<file path="config.mk">
export PLATFORM = sky130hd
export DESIGN_NAME = scan_addr_gen
export DESIGN_NICKNAME = d
export VERILOG_FILES = /design/src/rtl/scan_pkg.sv /design/src/rtl/scan_wrap_ctr.sv /design/src/rtl/scan_position.sv /design/src/rtl/scan_addr_calc.sv /design/src/rtl/scan_addr_gen.sv
export SDC_FILE = /design/constraint.sdc
export NUM_CORES = 1
export LEC_CHECK = 0
export ABC_AREA = 1
export BUFFER_PORTS_ARGS = -buffer_cell sky130_fd_sc_hd__buf_2
export CORE_ASPECT_RATIO = 1.1
export CORE_MARGIN = 2
export CORE_UTILIZATION = 61
export DETAILED_ROUTE_END_ITERATION = 10
export PLACE_DENSITY_LB_ADDON = 0.12
export SYNTH_ARGS = -nofsm -noshare
export SYNTH_HDL_FRONTEND = slang
export SYNTH_SLANG_ARGS = --single-unit
</file>
<file path="constraint.sdc">
create_clock -name clk -period 11 [get_ports clk]
set_input_delay 2.2 -clock clk [delete_from_list [all_inputs] [get_ports clk]]
set_output_delay 2.2 -clock clk [all_outputs]
set_load 0.05 [all_outputs]
</file>
<file path="src/rtl/scan_pkg.sv">
package scan_pkg;

  typedef enum logic {
    MODE_PORTRAIT  = 1'b0,
    MODE_LANDSCAPE = 1'b1
  } scan_mode_e;

endpackage

</file>
<file path="src/rtl/scan_wrap_ctr.sv">
module scan_wrap_ctr #(
  parameter int MODULUS = 240,
  localparam int CW = (MODULUS > 1) ? $clog2(MODULUS) : 1
) (
  input  logic          clk,
  input  logic          rst_n,
  input  logic          clr,
  input  logic          inc,
  output logic [CW-1:0] cnt,
  output logic          at_last
);

  localparam logic [CW-1:0] LAST = CW'(MODULUS - 1);

  assign at_last = (cnt == LAST);

  always_ff @(posedge clk or negedge rst_n) begin
    if (!rst_n) begin
      cnt <= '0;
    end else if (clr) begin
      cnt <= '0;
    end else if (inc) begin
      cnt <= at_last ? '0 : cnt + 1'b1;
    end
  end

  AST_CTR_IN_RANGE: assert property (@(posedge clk) disable iff (!rst_n)
    cnt <= LAST);

  AST_CTR_WRAPS: assert property (@(posedge clk) disable iff (!rst_n)
    (inc && at_last && !clr) |=> (cnt == '0));

endmodule

</file>
<file path="src/rtl/scan_position.sv">
module scan_position #(
  parameter int LINE_PIX    = 240,
  parameter int TOTAL_LINES = 329,
  localparam int PIX_W  = $clog2(LINE_PIX),
  localparam int LINE_W = $clog2(TOTAL_LINES)
) (
  input  logic              clk,
  input  logic              rst_n,
  input  logic              clr,
  input  logic              step,
  output logic [PIX_W-1:0]  pix,
  output logic [LINE_W-1:0] line,
  output logic              pix_last,
  output logic              frame_last
);

  logic line_last;

  scan_wrap_ctr #(.MODULUS(LINE_PIX)) u_pix_ctr (
    .clk     (clk),
    .rst_n   (rst_n),
    .clr     (clr),
    .inc     (step),
    .cnt     (pix),
    .at_last (pix_last)
  );

  scan_wrap_ctr #(.MODULUS(TOTAL_LINES)) u_line_ctr (
    .clk     (clk),
    .rst_n   (rst_n),
    .clr     (clr),
    .inc     (step && pix_last),
    .cnt     (line),
    .at_last (line_last)
  );

  assign frame_last = pix_last && line_last;

  AST_LINE_ADVANCES_AT_END: assert property (@(posedge clk) disable iff (!rst_n)
    (step && pix_last && !line_last && !clr) |=> (line == $past(line) + 1'b1));

  AST_LINE_HOLDS_MIDLINE: assert property (@(posedge clk) disable iff (!rst_n)
    (!pix_last && !clr) |=> $stable(line));

endmodule

</file>
<file path="src/rtl/scan_addr_calc.sv">
module scan_addr_calc
  import scan_pkg::*;
#(
  parameter int ADDR_W      = 32,
  parameter int PIX_BYTES   = 2,
  parameter int VIS_LINES   = 320,
  parameter int BLANK_LINES = 9,
  localparam int TOTAL_LINES = VIS_LINES + BLANK_LINES,
  localparam int LINE_W      = $clog2(TOTAL_LINES)
) (
  input  logic              clk,
  input  logic              rst_n,
  input  logic              load,
  input  logic [ADDR_W-1:0] load_base,
  input  logic              step,
  input  logic              pix_last,
  input  logic [LINE_W-1:0] line,
  input  logic [ADDR_W-1:0] base_r,
  input  scan_mode_e        mode,
  output logic [ADDR_W-1:0] addr
);

  localparam logic [ADDR_W-1:0] PIX_STEP   = ADDR_W'(PIX_BYTES);
  localparam logic [ADDR_W-1:0] COL_STRIDE = ADDR_W'(VIS_LINES * PIX_BYTES);
  localparam logic [ADDR_W-1:0] LAST_IDX   = ADDR_W'(TOTAL_LINES - 1);
  localparam logic [ADDR_W-1:0] BLANK_END  = ADDR_W'(BLANK_LINES);

  logic [ADDR_W-1:0] next_line_idx;
  logic [ADDR_W-1:0] land_line_origin;
  logic [ADDR_W-1:0] inline_stride;
  logic [ADDR_W-1:0] line_origin;
  logic [ADDR_W-1:0] addr_nxt;

  assign next_line_idx = ADDR_W'(line) + 1'b1;

  always_comb begin
    if (next_line_idx < BLANK_END) begin
      land_line_origin = base_r;
    end else begin
      land_line_origin = base_r + (LAST_IDX - next_line_idx) * PIX_STEP;
    end
  end

  assign inline_stride = (mode == MODE_LANDSCAPE) ? COL_STRIDE : PIX_STEP;
  assign line_origin   = (mode == MODE_LANDSCAPE) ? land_line_origin : addr + PIX_STEP;

  always_comb begin
    addr_nxt = addr;
    if (load) begin
      addr_nxt = load_base;
    end else if (step) begin
      addr_nxt = pix_last ? line_origin : addr + inline_stride;
    end
  end

  always_ff @(posedge clk or negedge rst_n) begin
    if (!rst_n) begin
      addr <= '0;
    end else begin
      addr <= addr_nxt;
    end
  end

  AST_PORTRAIT_STEP: assert property (@(posedge clk) disable iff (!rst_n)
    (step && !load && mode == MODE_PORTRAIT) |=> (addr == $past(addr) + PIX_STEP));

  AST_LAND_COLUMN_STEP: assert property (@(posedge clk) disable iff (!rst_n)
    (step && !load && !pix_last && mode == MODE_LANDSCAPE)
      |=> (addr == $past(addr) + COL_STRIDE));

  AST_ADDR_HOLD: assert property (@(posedge clk) disable iff (!rst_n)
    (!step && !load) |=> $stable(addr));

endmodule

</file>
<file path="src/rtl/scan_addr_gen.sv">
module scan_addr_gen
  import scan_pkg::*;
#(
  parameter int ADDR_W      = 32,
  parameter int PIX_BYTES   = 2,
  parameter int LINE_PIX    = 240,
  parameter int VIS_LINES   = 320,
  parameter int BLANK_LINES = 9
) (
  input  logic              clk,
  input  logic              rst_n,
  input  logic [ADDR_W-1:0] base_addr,
  input  logic              landscape_sel,
  output logic              addr_valid,
  input  logic              addr_ready,
  output logic [ADDR_W-1:0] addr,
  output logic              line_start,
  output logic              frame_start,
  output logic              blank
);

  localparam int TOTAL_LINES = VIS_LINES + BLANK_LINES;
  localparam int PIX_W       = $clog2(LINE_PIX);
  localparam int LINE_W      = $clog2(TOTAL_LINES);
  localparam logic [LINE_W-1:0] BLANK_END = LINE_W'(BLANK_LINES);

  logic              running;
  logic              accept;
  logic              load;
  logic [ADDR_W-1:0] base_r;
  scan_mode_e        mode_r;
  logic [PIX_W-1:0]  pix;
  logic [LINE_W-1:0] line;
  logic              pix_last;
  logic              frame_last;

  assign accept = running && addr_ready;
  assign load   = !running || (accept && frame_last);

  always_ff @(posedge clk or negedge rst_n) begin
    if (!rst_n) begin
      running <= 1'b0;
      base_r  <= '0;
      mode_r  <= MODE_PORTRAIT;
    end else begin
      running <= 1'b1;
      if (load) begin
        base_r <= base_addr;
        mode_r <= scan_mode_e'(landscape_sel);
      end
    end
  end

  scan_position #(
    .LINE_PIX    (LINE_PIX),
    .TOTAL_LINES (TOTAL_LINES)
  ) u_pos (
    .clk        (clk),
    .rst_n      (rst_n),
    .clr        (load),
    .step       (accept),
    .pix        (pix),
    .line       (line),
    .pix_last   (pix_last),
    .frame_last (frame_last)
  );

  scan_addr_calc #(
    .ADDR_W      (ADDR_W),
    .PIX_BYTES   (PIX_BYTES),
    .VIS_LINES   (VIS_LINES),
    .BLANK_LINES (BLANK_LINES)
  ) u_addr (
    .clk       (clk),
    .rst_n     (rst_n),
    .load      (load),
    .load_base (base_addr),
    .step      (accept),
    .pix_last  (pix_last),
    .line      (line),
    .base_r    (base_r),
    .mode      (mode_r),
    .addr      (addr)
  );

  assign addr_valid  = running;
  assign line_start  = running && (pix == '0);
  assign frame_start = running && (pix == '0) && (line == '0);
  assign blank       = running && (line < BLANK_END);

  AST_FRAME_AT_BASE: assert property (@(posedge clk) disable iff (!rst_n)
    frame_start |-> (addr == base_r));

  AST_FRAME_IS_LINE: assert property (@(posedge clk) disable iff (!rst_n)
    frame_start |-> (line_start && blank));

  AST_SETTINGS_FROZEN: assert property (@(posedge clk) disable iff (!rst_n)
    (running && !(accept && frame_last)) |=> ($stable(mode_r) && $stable(base_r)));

  AST_STALL_FREEZES: assert property (@(posedge clk) disable iff (!rst_n)
    (addr_valid && !addr_ready)
      |=> ($stable(addr) && $stable(line_start) && $stable(blank)));

  AST_VALID_STAYS: assert property (@(posedge clk) disable iff (!rst_n)
    addr_valid |=> addr_valid);

endmodule

</file>
After elaboration in Yosys (flattened, before gate mapping)
Cells that the tools add are included. Widths: inputs -> output; s select.

Word-level logic and storage cells: 42. Register bits after elaboration: 83. Input port bits: 36.

Muxes and demuxes: 12. $add $sub $neg: 7. Magnitude comparators: 2. Reductions and logical operators: 13. Eq/ne operators: 2.

Operators by type and width (count): $mux 32 (5); $add 32x32->32 (2); $add 32x2->32 const B (1); $lt 32x4->1 const B (1); $sub 9x31->31 const A (1); $mux 9 (3); $mux 8 (3); $add 9x1->10 const B (1); $mux 10 (1); $add 9x1->9 const B (1); $eq 9x9->1 const B (1); $logic_not 9->1 (1); $lt 9x4->1 const B (1); $add 8x1->8 const B (1); $eq 8x8->1 const B (1); $logic_not 8->1 (1); $logic_and 1x1->1 (7); $reduce_bool 2->1 (2); $logic_not 1->1 (1); $logic_or 1x1->1 (1).

Logic depth before layout (Yosys ltp)
Gate-level depths: netlist of the first run.

Depth in word-level cells: 8. Depth in mapped cells: 30. Mapped depth without buffers: 30.

By module
From an unflattened synthesis of the first run, not the netlist that was laid out.

Cell total of the unflattened synthesis: 1399. Area total of the unflattened synthesis: 8662.1 µm².

By module, submodules not included: scan_addr_calc (instances 1, area an instance 6068.3 µm², sequential area each 800.8 µm², cells each 1063); scan_addr_gen (instances 1, area an instance 1468.9 µm², sequential area each 850.8 µm², cells each 173); scan_wrap_ctr at u_pos.u_line_ctr (instances 1, area an instance 636.9 µm², sequential area each 225.2 µm², cells each 92); scan_wrap_ctr at u_pos.u_pix_ctr (instances 1, area an instance 473.0 µm², sequential area each 200.2 µm², cells each 67); scan_position (instances 1, area an instance 15.0 µm², sequential area each 0.0 µm², cells each 4).

Worst setup path before layout of the first run
Ideal clock, no wire load.

Path type: reg2out. From: register running, in the netlist addr_valid. To: output port frame_start. Slack: 6.672 ns. Arrival time: 2.128 ns. Data required time: 8.800 ns. Stages on the path, launching flop included: 4. Cell sequence: dfrtp_1 > clkbuf_1 > nand3_1 > nor3_1.

Word-level cells in the longest chain between the ends: 2.

Ends and longest elaborated chain: start, declared (line scan_addr_gen.sv:27) `logic running;`; start signal, assigned (line scan_addr_gen.sv:42) `running <= 1'b0;`; start signal, assigned (line scan_addr_gen.sv:46) `running <= 1'b1;`; $logic_and 1x1->1 (2 in a row) (line scan_addr_gen.sv:88) `assign frame_start = running && (pix == '0) && (line == '0);`; end, declared (line scan_addr_gen.sv:18) `output logic frame_start,`.

No other way between the ends.

Final worst setup path of the first run
From: input port addr_ready. To: register u_addr.addr[9].

Word-level cells in the longest chain between the ends: 4.

Ends and longest elaborated chain: start, declared (line scan_addr_gen.sv:15) `input logic addr_ready,`; $logic_and 1x1->1 * (line scan_addr_gen.sv:37) `assign accept = running && addr_ready;`; $logic_and 1x1->1 (line scan_addr_gen.sv:38) `assign load = !running || (accept && frame_last);`; $logic_or 1x1->1 (line scan_addr_gen.sv:38); $mux 32 or $reduce_bool 2->1 (tied branches); end signal, assigned (line scan_addr_calc.sv:60) `addr <= addr_nxt;`; end, declared (line scan_addr_calc.sv:20) `output logic [ADDR_W-1:0] addr`.

Every way passes the cells marked *; elsewhere a longest branch is shown, timed or not. A chain may end at the register's enable or synchronous reset.

==> results of run 1 <==
[layer usage]
| layer | GRT usage (%) | vias up | wire [um] |
|---|---|---|---|
| li1 | - | 4337 | - |
| met1 | 44.5 | 4019 | 10400 |
| met2 | 60.1 | 388 | 12100 |
| met3 | 4.91 | 79 | 1660 |
| met4 | 18.3 | 0 | 1370 |
| met5 | 0 | - | 0 |
[area by class of cell]
type                    instances  area (sq um)  area share, %
clock buffers                  11           233           2.62
clock inverters                 3          65.1          0.733
inverters                     166           623           7.02
multi-input cells            1015          5280           59.5
flip-flops and latches         83          2080           23.4
well taps                     161           201           2.27
repair buffers                 76           395           4.45
[worst min-delay path by stage]
| stage | start | endpoint | slack [ns] | cells past startpoint |
|---|---|---|---|---|
| 6_report | base_r[0] | base_r[0] | 0.48 | 2 |
| 5_1_grt | base_r[0] | base_r[0] | 0.51 | 2 |
| 4_1_cts | base_r[0] | base_r[0] | 0.48 | 2 |
| 3_5_place_dp | base_r[0] | base_r[0] | 0.46 | 2 |
| 3_3_place_gp | base_r[0] | base_r[0] | 0.47 | 2 |
| 2_1_floorplan | base_r[0] | base_r[0] | 0.44 | 2 |
[cell usage in the layout (no fill, tap or decap), types with 41 or more instances in the layout]
master and n:
nor2_1 144, xor2_1 54, a21oi_1 87, o21ai_0 85, dfrtp_1 83, ha_1 41, nand2_1 355, buf_2 70
inv_1 157, nand3_1 86
[kinds of logic after synthesis]
logic type               synth area share (%)
AND/OR/NAND/NOR                          34.7
AO/OA/AOI/OAI                            16.2
buffers and inverters                    10.5
flip-flops                               25.3
XOR/XNOR                                 6.71
adder cells (fa/ha/maj)                  6.48
other                                  0.0456
multiplexers                            0.137
[report_power, final]
| part | switching (uW) | internal [uW] |
|---|---|---|
| Clock | 119 | 196 |
| Combinational | 353 | 145 |
| Sequential | 84.1 | 353 |
[registers in the layout, summed over array words and instances (netlist names)]
signal	count
u_pos.u_line_ctr.cnt	9
addr_valid	1
u_pos.u_pix_ctr.cnt	8
mode_r	1
base_r	32
u_addr.addr	32
[critical path: stages]
cell and delay [ns]:
buf_2 0.10, nand2_1 0.05, inv_1 0.08, nand2_2 0.09, nand2_2 0.17, nand2_2 0.12, buf_4 0.47, inv_2 0.48
nor2_4 0.37, inv_2 0.14, a21oi_1 0.14, o21ai_0 0.10, a41oi_1 0.17
[per-stage QoR]
stage	area, sq um	util [%]	hold slack (ns)
global route	8880	67.2	0.513
detailed placement	8580	64.9	0.465
finish	8880	67.2	0.478
floorplan	8220	-	0.438
CTS	8880	67.2	0.482
global placement	8580	64.9	0.470
==> impl_metrics.py, run 1 <==
metrics = {
    "sta": {
        "skew_ns": 0.0122,
        "slew_violations": 0,
        "finalSetupTns_ns": 0,
        "relSlewSlack_pct": 41.0,
        "setup_violations": 0,
        "worstMarginPinSlew_ns": 0.885,
        "finalHoldViolCount": 0,
        "setup_slack_ns": 6.51,
        "fin_crit_ns": 4.49,
        "final.period_utilization_pct": 40.8,
        "rsz0062_at_grt": "no",
        "maxClockFrequency_ghz": 0.223,
    },
    "power_and_ir_drop": {
        "leakage_uw": 0.00460,
        "irDropWorstVdd_uv": 131,
        "p_total_uw": 1250,
        "p_per_area_nw_per_um2": 141,
    },
    "cts": {
        "htreeDepth": 3,
        "insertion_delay_ns": 0.34,
        "cts_resized": 0,
        "cts_hold_buf": 0,
        "clockBufferDepth": 2,
        "cts_root_buf": "clkbuf_16",
        "clk_pin_slew_ns": 0.06,
        "clock-sinks": 83,
        "tritoncts": "built",
        "cts_buffers": 9,
        "postCtsSetupBuffers": 0,
    },
    "synthesis": {
        "ys.flop_type": "dfrtp_1",
        "ys_ff_latch": 83,
        "async_flop_share_pct": 100,
        "yosys.area.top_type": "dfrtp_1",
        "ys_warn_count": 0,
        "ys_seq_area_share_pct": 25.3,
        "synthTopCellsByCount": "355 x nand2_1, 157 x inv_1, 144 x nor2_1",
        "ys_top_cells_by_area": "dfrtp_1 25%, nand2_1 16%, inv_1 7.2%, nor2_1 6.6%, ha_1 6.2%",
        "syn-instance-count": 1306,
        "yosysMostFrequentCell": "nand2_1",
        "synth_edf_count": 0,
        "netlist_area_sq_um": 8220,
        "synth_fp_nets": 1384,
        "yosysTopAreaCellShare_pct": 25.3,
        "ys_types": 50,
        "avgSynthCellArea_sq_um": 6.30,
    },
    "placement": {
        "port_buffers": 71,
        "dp.final_hpwl_um": 19600,
        "gp_congestion": 1.01,
        "place_ws_ns": 6.25,
        "place_inst": 1501,
    },
    "global_routing": {
        "grt_start_max_net_pins": 66,
        "grt_pass1_vias": 8269,
        "antenna_found_initial": 0,
        "grt_use_total_pct": 35.7,
        "gr-total-overflow": 0,
        "grt_pass1_wl_um": 40700,
    },
    "detailed_routing": {
        "viasPerCell": 5.82,
        "drtIter0Drc": 775,
        "num_vias": 8823,
        "ant_nets": 0,
        "first_pass_iters": 5,
        "drc_errors": 0,
        "drt_wl_total_um": 25600,
        "wl_per_cell_um": 16.9,
    },
    "setup_path": {
        "cp-end-kind": "register",
        "cp-start-kind": "input pin",
        "reg2reg_slack_ns": 6.76,
        "crit_path_start": "addr_ready",
        "arrival_ns": 4.74,
        "cp-endpoint": "u_addr.addr[9]",
        "critPathRequiredTime_ns": 11.25,
        "r2r_cells": 26,
        "crit_fanout": 53,
        "reg2reg_to": "u_addr.addr[23]",
        "r2r_start": "u_pos.u_line_ctr.cnt[0]",
        "crit_type": "in -> reg",
    },
    "final_layout": {
        "fill_cells": 1249,
        "n_antenna_cell": 0,
        "stdcell_count": 1515,
        "syn2layout_area_growth_pct": 7.94,
        "final_nets": 1429,
        "drive_above_1_share_pct": 9.68,
    },
    "floorplan": {
        "dieArea_sq_um": 14400,
        "rows": 44,
        "core_sq_um": 13200,
        "die_y_um": 126,
        "chipWidth_um": 115,
        "ios": 72,
        "initial_utilization_pct": 62.2,
    },
    "min_path": {
        "hp-class": "reg -> reg",
    },
    "run": {
        "drv_cap": 0,
    },
    "outcome": {
        "status": "finished, final reports clean",
    },
}
(Power assumes the default switching activity.)
==> run 2: changes to the inputs <==
--- a/config.mk
+++ b/config.mk
@@ -9,7 +9,7 @@
 export BUFFER_PORTS_ARGS = -buffer_cell sky130_fd_sc_hd__buf_2
 export CORE_ASPECT_RATIO = 1.1
 export CORE_MARGIN = 2
-export CORE_UTILIZATION = 61
+export CORE_UTILIZATION = 56
 export DETAILED_ROUTE_END_ITERATION = 10
 export PLACE_DENSITY_LB_ADDON = 0.12
 export SYNTH_ARGS = -nofsm -noshare
==> constraint.sdc (replaced) <==
create_clock -name clk -period 3.73 [get_ports clk]
set_input_delay 0.746 -clock clk [delete_from_list [all_inputs] [get_ports clk]]
set_output_delay 0.746 -clock clk [all_outputs]
set_load 0.05 [all_outputs]
==> impl_metrics.py, run 2 (synthesis results as in run 1) <==
metrics = {
    "outcome": {
        "status": "finished, final reports clean",
    },
    "detailed_routing": {
        "drc_errors": 0,
        "drt_wl_total_um": 27200,
        "viasPerCell": 5.69,
        "wl_per_cell_um": 17.2,
        "num_vias": 8958,
        "ant_nets": 0,
        "drtIter0Drc": 892,
        "first_pass_iters": 7,
    },
    "setup_path": {
        "crit_fanout": 5,
        "reg2reg_to": "u_addr.addr[26]",
        "crit_type": "reg -> reg",
        "crit_path_start": "u_pos.u_line_ctr.cnt[1]",
        "critPathRequiredTime_ns": 3.99,
        "reg2reg_slack_ns": 0.19,
        "arrival_ns": 3.80,
        "cp-endpoint": "u_addr.addr[26]",
        "cp-start-kind": "register",
        "cp-end-kind": "register",
        "r2r_cells": 23,
        "r2r_start": "u_pos.u_line_ctr.cnt[1]",
    },
    "cts": {
        "clockBufferDepth": 2,
        "clk_pin_slew_ns": 0.07,
        "clock-sinks": 83,
        "tritoncts": "built",
        "htreeDepth": 3,
        "insertion_delay_ns": 0.36,
        "cts_buffers": 9,
        "cts_root_buf": "clkbuf_16",
    },
    "global_routing": {
        "grt_start_max_net_pins": 53,
        "grt_use_total_pct": 35.0,
        "gr-total-overflow": 0,
        "antenna_found_initial": 0,
        "grt_pass1_vias": 8363,
        "grt_pass1_wl_um": 42600,
    },
    "final_layout": {
        "largest_registers": "base_r: 32 flops, u_addr.addr: 32 flops, u_pos.u_line_ctr.cnt: 9 flops",
        "n_antenna_cell": 0,
        "drive_above_1_share_pct": 16.6,
        "final_nets": 1456,
        "layout_common_cells": "342 x nand2_1, 155 x inv_1, 132 x nor2_1",
        "syn2layout_area_growth_pct": 15.9,
        "fin_area_sq_um": 9530,
        "final_common_cell": "nand2_1",
    },
    "sta": {
        "hold_ws_ns": 0.404,
        "final.period_utilization_pct": 95.0,
        "slew_violations": 0,
        "setup_slack_ns": 0.187,
        "skew_ns": 0.00880,
        "worstMarginPinSlew_ns": 0.698,
        "finalHoldViolCount": 0,
        "fin_crit_ns": 3.54,
        "maxClockFrequency_ghz": 0.282,
        "finalSetupTns_ns": 0,
        "setup_violations": 0,
        "relSlewSlack_pct": 53.4,
    },
    "power_and_ir_drop": {
        "p_total_uw": 3800,
        "leakage_uw": 0.00474,
        "irDropWorstVdd_uv": 439,
        "p_per_area_nw_per_um2": 399,
    },
    "floorplan": {
        "ios": 72,
        "core_sq_um": 14400,
        "chipWidth_um": 120,
        "rows": 46,
        "initial_utilization_pct": 57.1,
        "dieArea_sq_um": 15700,
        "die_y_um": 131,
    },
    "min_path": {
        "hp-class": "in -> async",
    },
    "placement": {
        "port_buffers": 71,
        "placed_cell_area_sq_um": 8820,
        "gp_congestion": 0.967,
        "dp.final_hpwl_um": 20700,
        "place_ws_ns": 0.0485,
    },
    "run": {
        "drv_cap": 0,
    },
}
==> run 2: cell count changes in the layout (fill, tap and decap cells not counted), moves of 12 or more <==
cell     before  now
nand2_1     355  342
buf_4         6   32
nor2_1      144  132
ha_1         41   23
ha_4          0   16
==> run 2: worst min-delay path by stage <==
stage,start,to,slack (ns),cells after the start
after CTS,rst_n,u_pos.u_line_ctr.cnt[7],0.46,1
after global routing,rst_n,base_r[29],0.47,1
after detailed placement,base_r[0],base_r[0],0.46,2
after global placement,base_r[0],base_r[0],0.46,2
after floorplan,base_r[0],base_r[0],0.44,2
final,rst_n,base_r[29],0.40,1
==> run 2: final cells by class <==
cell class	instances	area (sq um)
clock buffers	9	225
clock inverters	7	92.6
fillers	1406	4860
inverters	166	626
multi-input cells	1015	5660
flip-flops and latches	83	2080
well taps	192	240
repair buffers	103	611
==> run 2: worst max-delay path, cell delays in order (launching register included) <==
cell      delay (ns)
dfrtp_2         0.45
ha_4            0.19
nand2_2         0.07
inv_1           0.04
nor2_1          0.17
buf_4           0.17
nor2_1          0.05
nor2_2          0.13
nor2_2          0.07
nand2_1         0.16
nand2_4         0.10
inv_1           0.14
ha_1            0.33
a21oi_1         0.22
o21ai_1         0.15
a21o_1          0.18
nor2_1          0.09
nand2_1         0.10
nand2_1         0.07
nand2_1         0.04
o21bai_1        0.24
nand2_1         0.09
a21oi_1         0.14
nor2_1          0.05
==> run 2: routing by layer <==
layer	wire length (um)	vias to the layer above	share of wire [%]	GRT usage, %
li1	-	4383	-	-
met1	11100	4134	41	43.2
met2	13200	377	49	61.4
met3	1730	64	6.4	4.76
met4	1160	0	4.3	15.7
met5	0	-	0	0
==> run 2: timing repair <==
item                                    CTS  global route
endpoints found under the setup margin    0            22
hold buffers                              0             0
hold endpoints to repair                  0             0
resized for setup                         0            80
setup buffers                             0             2
==> run 2: metrics by stage <==
step	std cells	util (%)
3_3_place_gp	1557	61.3
6_report	1575	66.2
3_5_place_dp	1557	61.3
4_1_cts	1573	63.5
5_1_grt	1575	66.2
2_1_floorplan	1306	-
==> run 2: where the power goes <==
part	switching [uW]	internal, uW
registers	246	1040
logic	1060	467
clock network	453	540
total	1760	2040
==> run 3: changes to the inputs <==
--- a/config.mk
+++ b/config.mk
@@ -7,9 +7,11 @@
 export LEC_CHECK = 0
 export ABC_AREA = 1
 export BUFFER_PORTS_ARGS = -buffer_cell sky130_fd_sc_hd__buf_2
+export CELL_PAD_IN_SITES_DETAIL_PLACEMENT = 0
+export CELL_PAD_IN_SITES_GLOBAL_PLACEMENT = 2
 export CORE_ASPECT_RATIO = 1.1
 export CORE_MARGIN = 2
-export CORE_UTILIZATION = 56
+export CORE_UTILIZATION = 30
 export DETAILED_ROUTE_END_ITERATION = 10
 export PLACE_DENSITY_LB_ADDON = 0.12
 export SYNTH_ARGS = -nofsm -noshare
==> impl_metrics.py, run 3 (synthesis results as in run 1) <==
metrics = {
    "outcome": {
        "status": "finished, final reports clean",
    },
    "setup_path": {
        "arrival_ns": 3.82,
        "reg2reg_slack_ns": 0.18,
        "r2r_cells": 27,
        "crit_type": "reg -> reg",
        "critPathRequiredTime_ns": 4.00,
        "cp-start-kind": "register",
        "cp-end-kind": "register",
        "crit_fanout": 4,
    },
    "min_path": {
        "hp-class": "reg -> reg",
        "hold_depth": 2,
    },
    "detailed_routing": {
        "drtIter0Drc": 510,
        "first_pass_iters": 5,
        "viasPerCell": 4.94,
        "drc_errors": 0,
        "ant_nets": 0,
        "drt_wl_total_um": 33000,
        "num_vias": 8829,
        "wl_per_cell_um": 18.5,
    },
    "placement": {
        "dp.final_hpwl_um": 25900,
        "place_inst": 1764,
        "gp_congestion": 0.880,
        "port_buffers": 71,
    },
    "final_layout": {
        "final_nets": 1503,
        "stdcell_count": 1787,
        "largest_registers": "base_r: 32 flops, u_addr.addr: 32 flops, u_pos.u_line_ctr.cnt: 9 flops",
        "fin_util_pct": 37.9,
        "drive_above_1_share_pct": 20.8,
        "layout_common_cells": "332 x nand2_1, 154 x inv_1, 125 x nor2_1",
        "final_common_cell": "nand2_1",
        "fill_cells": 3059,
        "syn2layout_area_growth_pct": 24.2,
        "n_antenna_cell": 0,
    },
    "sta": {
        "worstMarginPinSlew_ns": 0.975,
        "slew_violations": 0,
        "finalHoldViolCount": 0,
        "finalSetupTns_ns": 0,
        "final.period_utilization_pct": 95.3,
        "rsz0062_at_grt": "yes",
        "setup_violations": 0,
        "fin_crit_ns": 3.55,
        "maxClockFrequency_ghz": 0.281,
        "relSlewSlack_pct": 35.0,
        "skew_ns": 0.0143,
    },
    "power_and_ir_drop": {
        "comb_power_share_pct": 39.5,
        "clkPwrFrac_pct": 28.4,
        "p_total_uw": 4040,
        "seqPwrFrac_pct": 32.0,
        "leakage_uw": 0.00500,
        "switching_share_pct": 45.2,
        "irDropWorstVdd_uv": 252,
        "p_sw_uw": 1830,
        "p_per_area_nw_per_um2": 396,
        "internal_power_uw": 2210,
    },
    "run": {
        "drv_cap": 0,
    },
    "floorplan": {
        "initial_utilization_pct": 30.5,
        "rows": 63,
        "dieArea_sq_um": 28800,
        "die_y_um": 178,
        "ios": 72,
        "chipWidth_um": 162,
        "core_sq_um": 27000,
    },
    "cts": {
        "htreeDepth": 3,
        "tritoncts": "built",
        "clock-sinks": 83,
        "cts_hold_buf": 0,
        "clk_pin_slew_ns": 0.08,
        "cts_root_buf": "clkbuf_16",
        "cts_buffers": 9,
        "clockBufferDepth": 2,
        "insertion_delay_ns": 0.37,
    },
    "global_routing": {
        "grt_pass1_wl_um": 50300,
        "grt_start_max_net_pins": 62,
        "grt_pass1_vias": 8815,
        "grt_use_total_pct": 23.0,
        "gr-total-overflow": 0,
        "antenna_found_initial": 0,
    },
}
-- run 3: changes by cell type in the layout (fill, tap and decap cells not counted), sizes merged --
cell      delta
buf         +47
bufinv       +2
clkinv       -1
clkinvlp     +1
inv          -2
-- run 3: per-stage QoR --
stage	worst slack (ns)	hold WS, ns	area [sq um]
after global routing	-0.0724	0.488	10200
after detailed placement	-0.0845	0.461	9340
after CTS	-0.0445	0.478	9710
after global placement	-0.0954	0.455	9340
after floorplan	0.266	0.438	8220
final	0.177	0.479	10200
-- run 3: power groups by stage --
stage / combinational [uW] / clock [uW] / sequential [uW]
floorplan: 852 / 0 / 1490
global placement: 1560 / 0 / 1300
detailed placement: 1560 / 0 / 1310
CTS: 1570 / 1170 / 1290
global route: 1760 / 1210 / 1320
finish: 1600 / 1150 / 1300
-- run 3: area by class of cell --
cell class	count	area, sq um	share of cell area (%)
sequential	83	2080	20.4
inverter	166	627	6.14
clock buffer	9	225	2.20
multi-input combinational	1015	5740	56.2
timing repair buffer	150	967	9.47
tap	357	447	4.37
clock inverter	7	130	1.27
-- run 3: per-layer routing --
metal  global-route usage [%]  vias up  wire length, um
met5                        0        -                0
met4                     5.57        0              655
met3                     2.17       26              887
met2                     41.4      165            16500
met1                     29.5     4155            14900
li1                         -     4483                -
-- run 3: final timing paths --
kind                                    startpoint         endpoint
setup / recovery           u_pos.u_line_ctr.cnt[1]  u_addr.addr[30]
hold / removal                           base_r[0]        base_r[0]
setup reg to reg           u_pos.u_line_ctr.cnt[1]  u_addr.addr[30]
hold reg to reg                          base_r[0]        base_r[0]
max in group asynchronous                    rst_n   u_addr.addr[3]
min in group asynchronous                    rst_n       base_r[27]
-- run 3: worst max-delay path, stage by stage (launching register included) --
cell,delay (ns)
dfrtp_1,0.43
ha_4,0.18
nand2_2,0.06
buf_4,0.16
nor2_4,0.10
nand2_1,0.08
nand2_1,0.08
nand2_2,0.07
buf_4,0.14
o21ai_2,0.06
nand2_1,0.08
nand2_2,0.11
buf_4,0.14
nand2_1,0.06
ha_1,0.33
buf_4,0.17
nand2_2,0.09
nor2_1,0.06
a21oi_1,0.28
nor2_1,0.07
nor2_1,0.15
nand2_1,0.07
nand2_1,0.06
nand3_1,0.07
nand2_1,0.15
nand2_1,0.07
a21oi_1,0.12
nor2_1,0.05
-- run 3: what timing repair did --
item / 4_1_cts / 5_1_grt
gates resized for setup: 5 / 102
hold endpoints to repair: 0 / 0
endpoints found under the setup margin: 9 / 22
pin swaps: 0 / 20
buffers inserted: 0 / 7
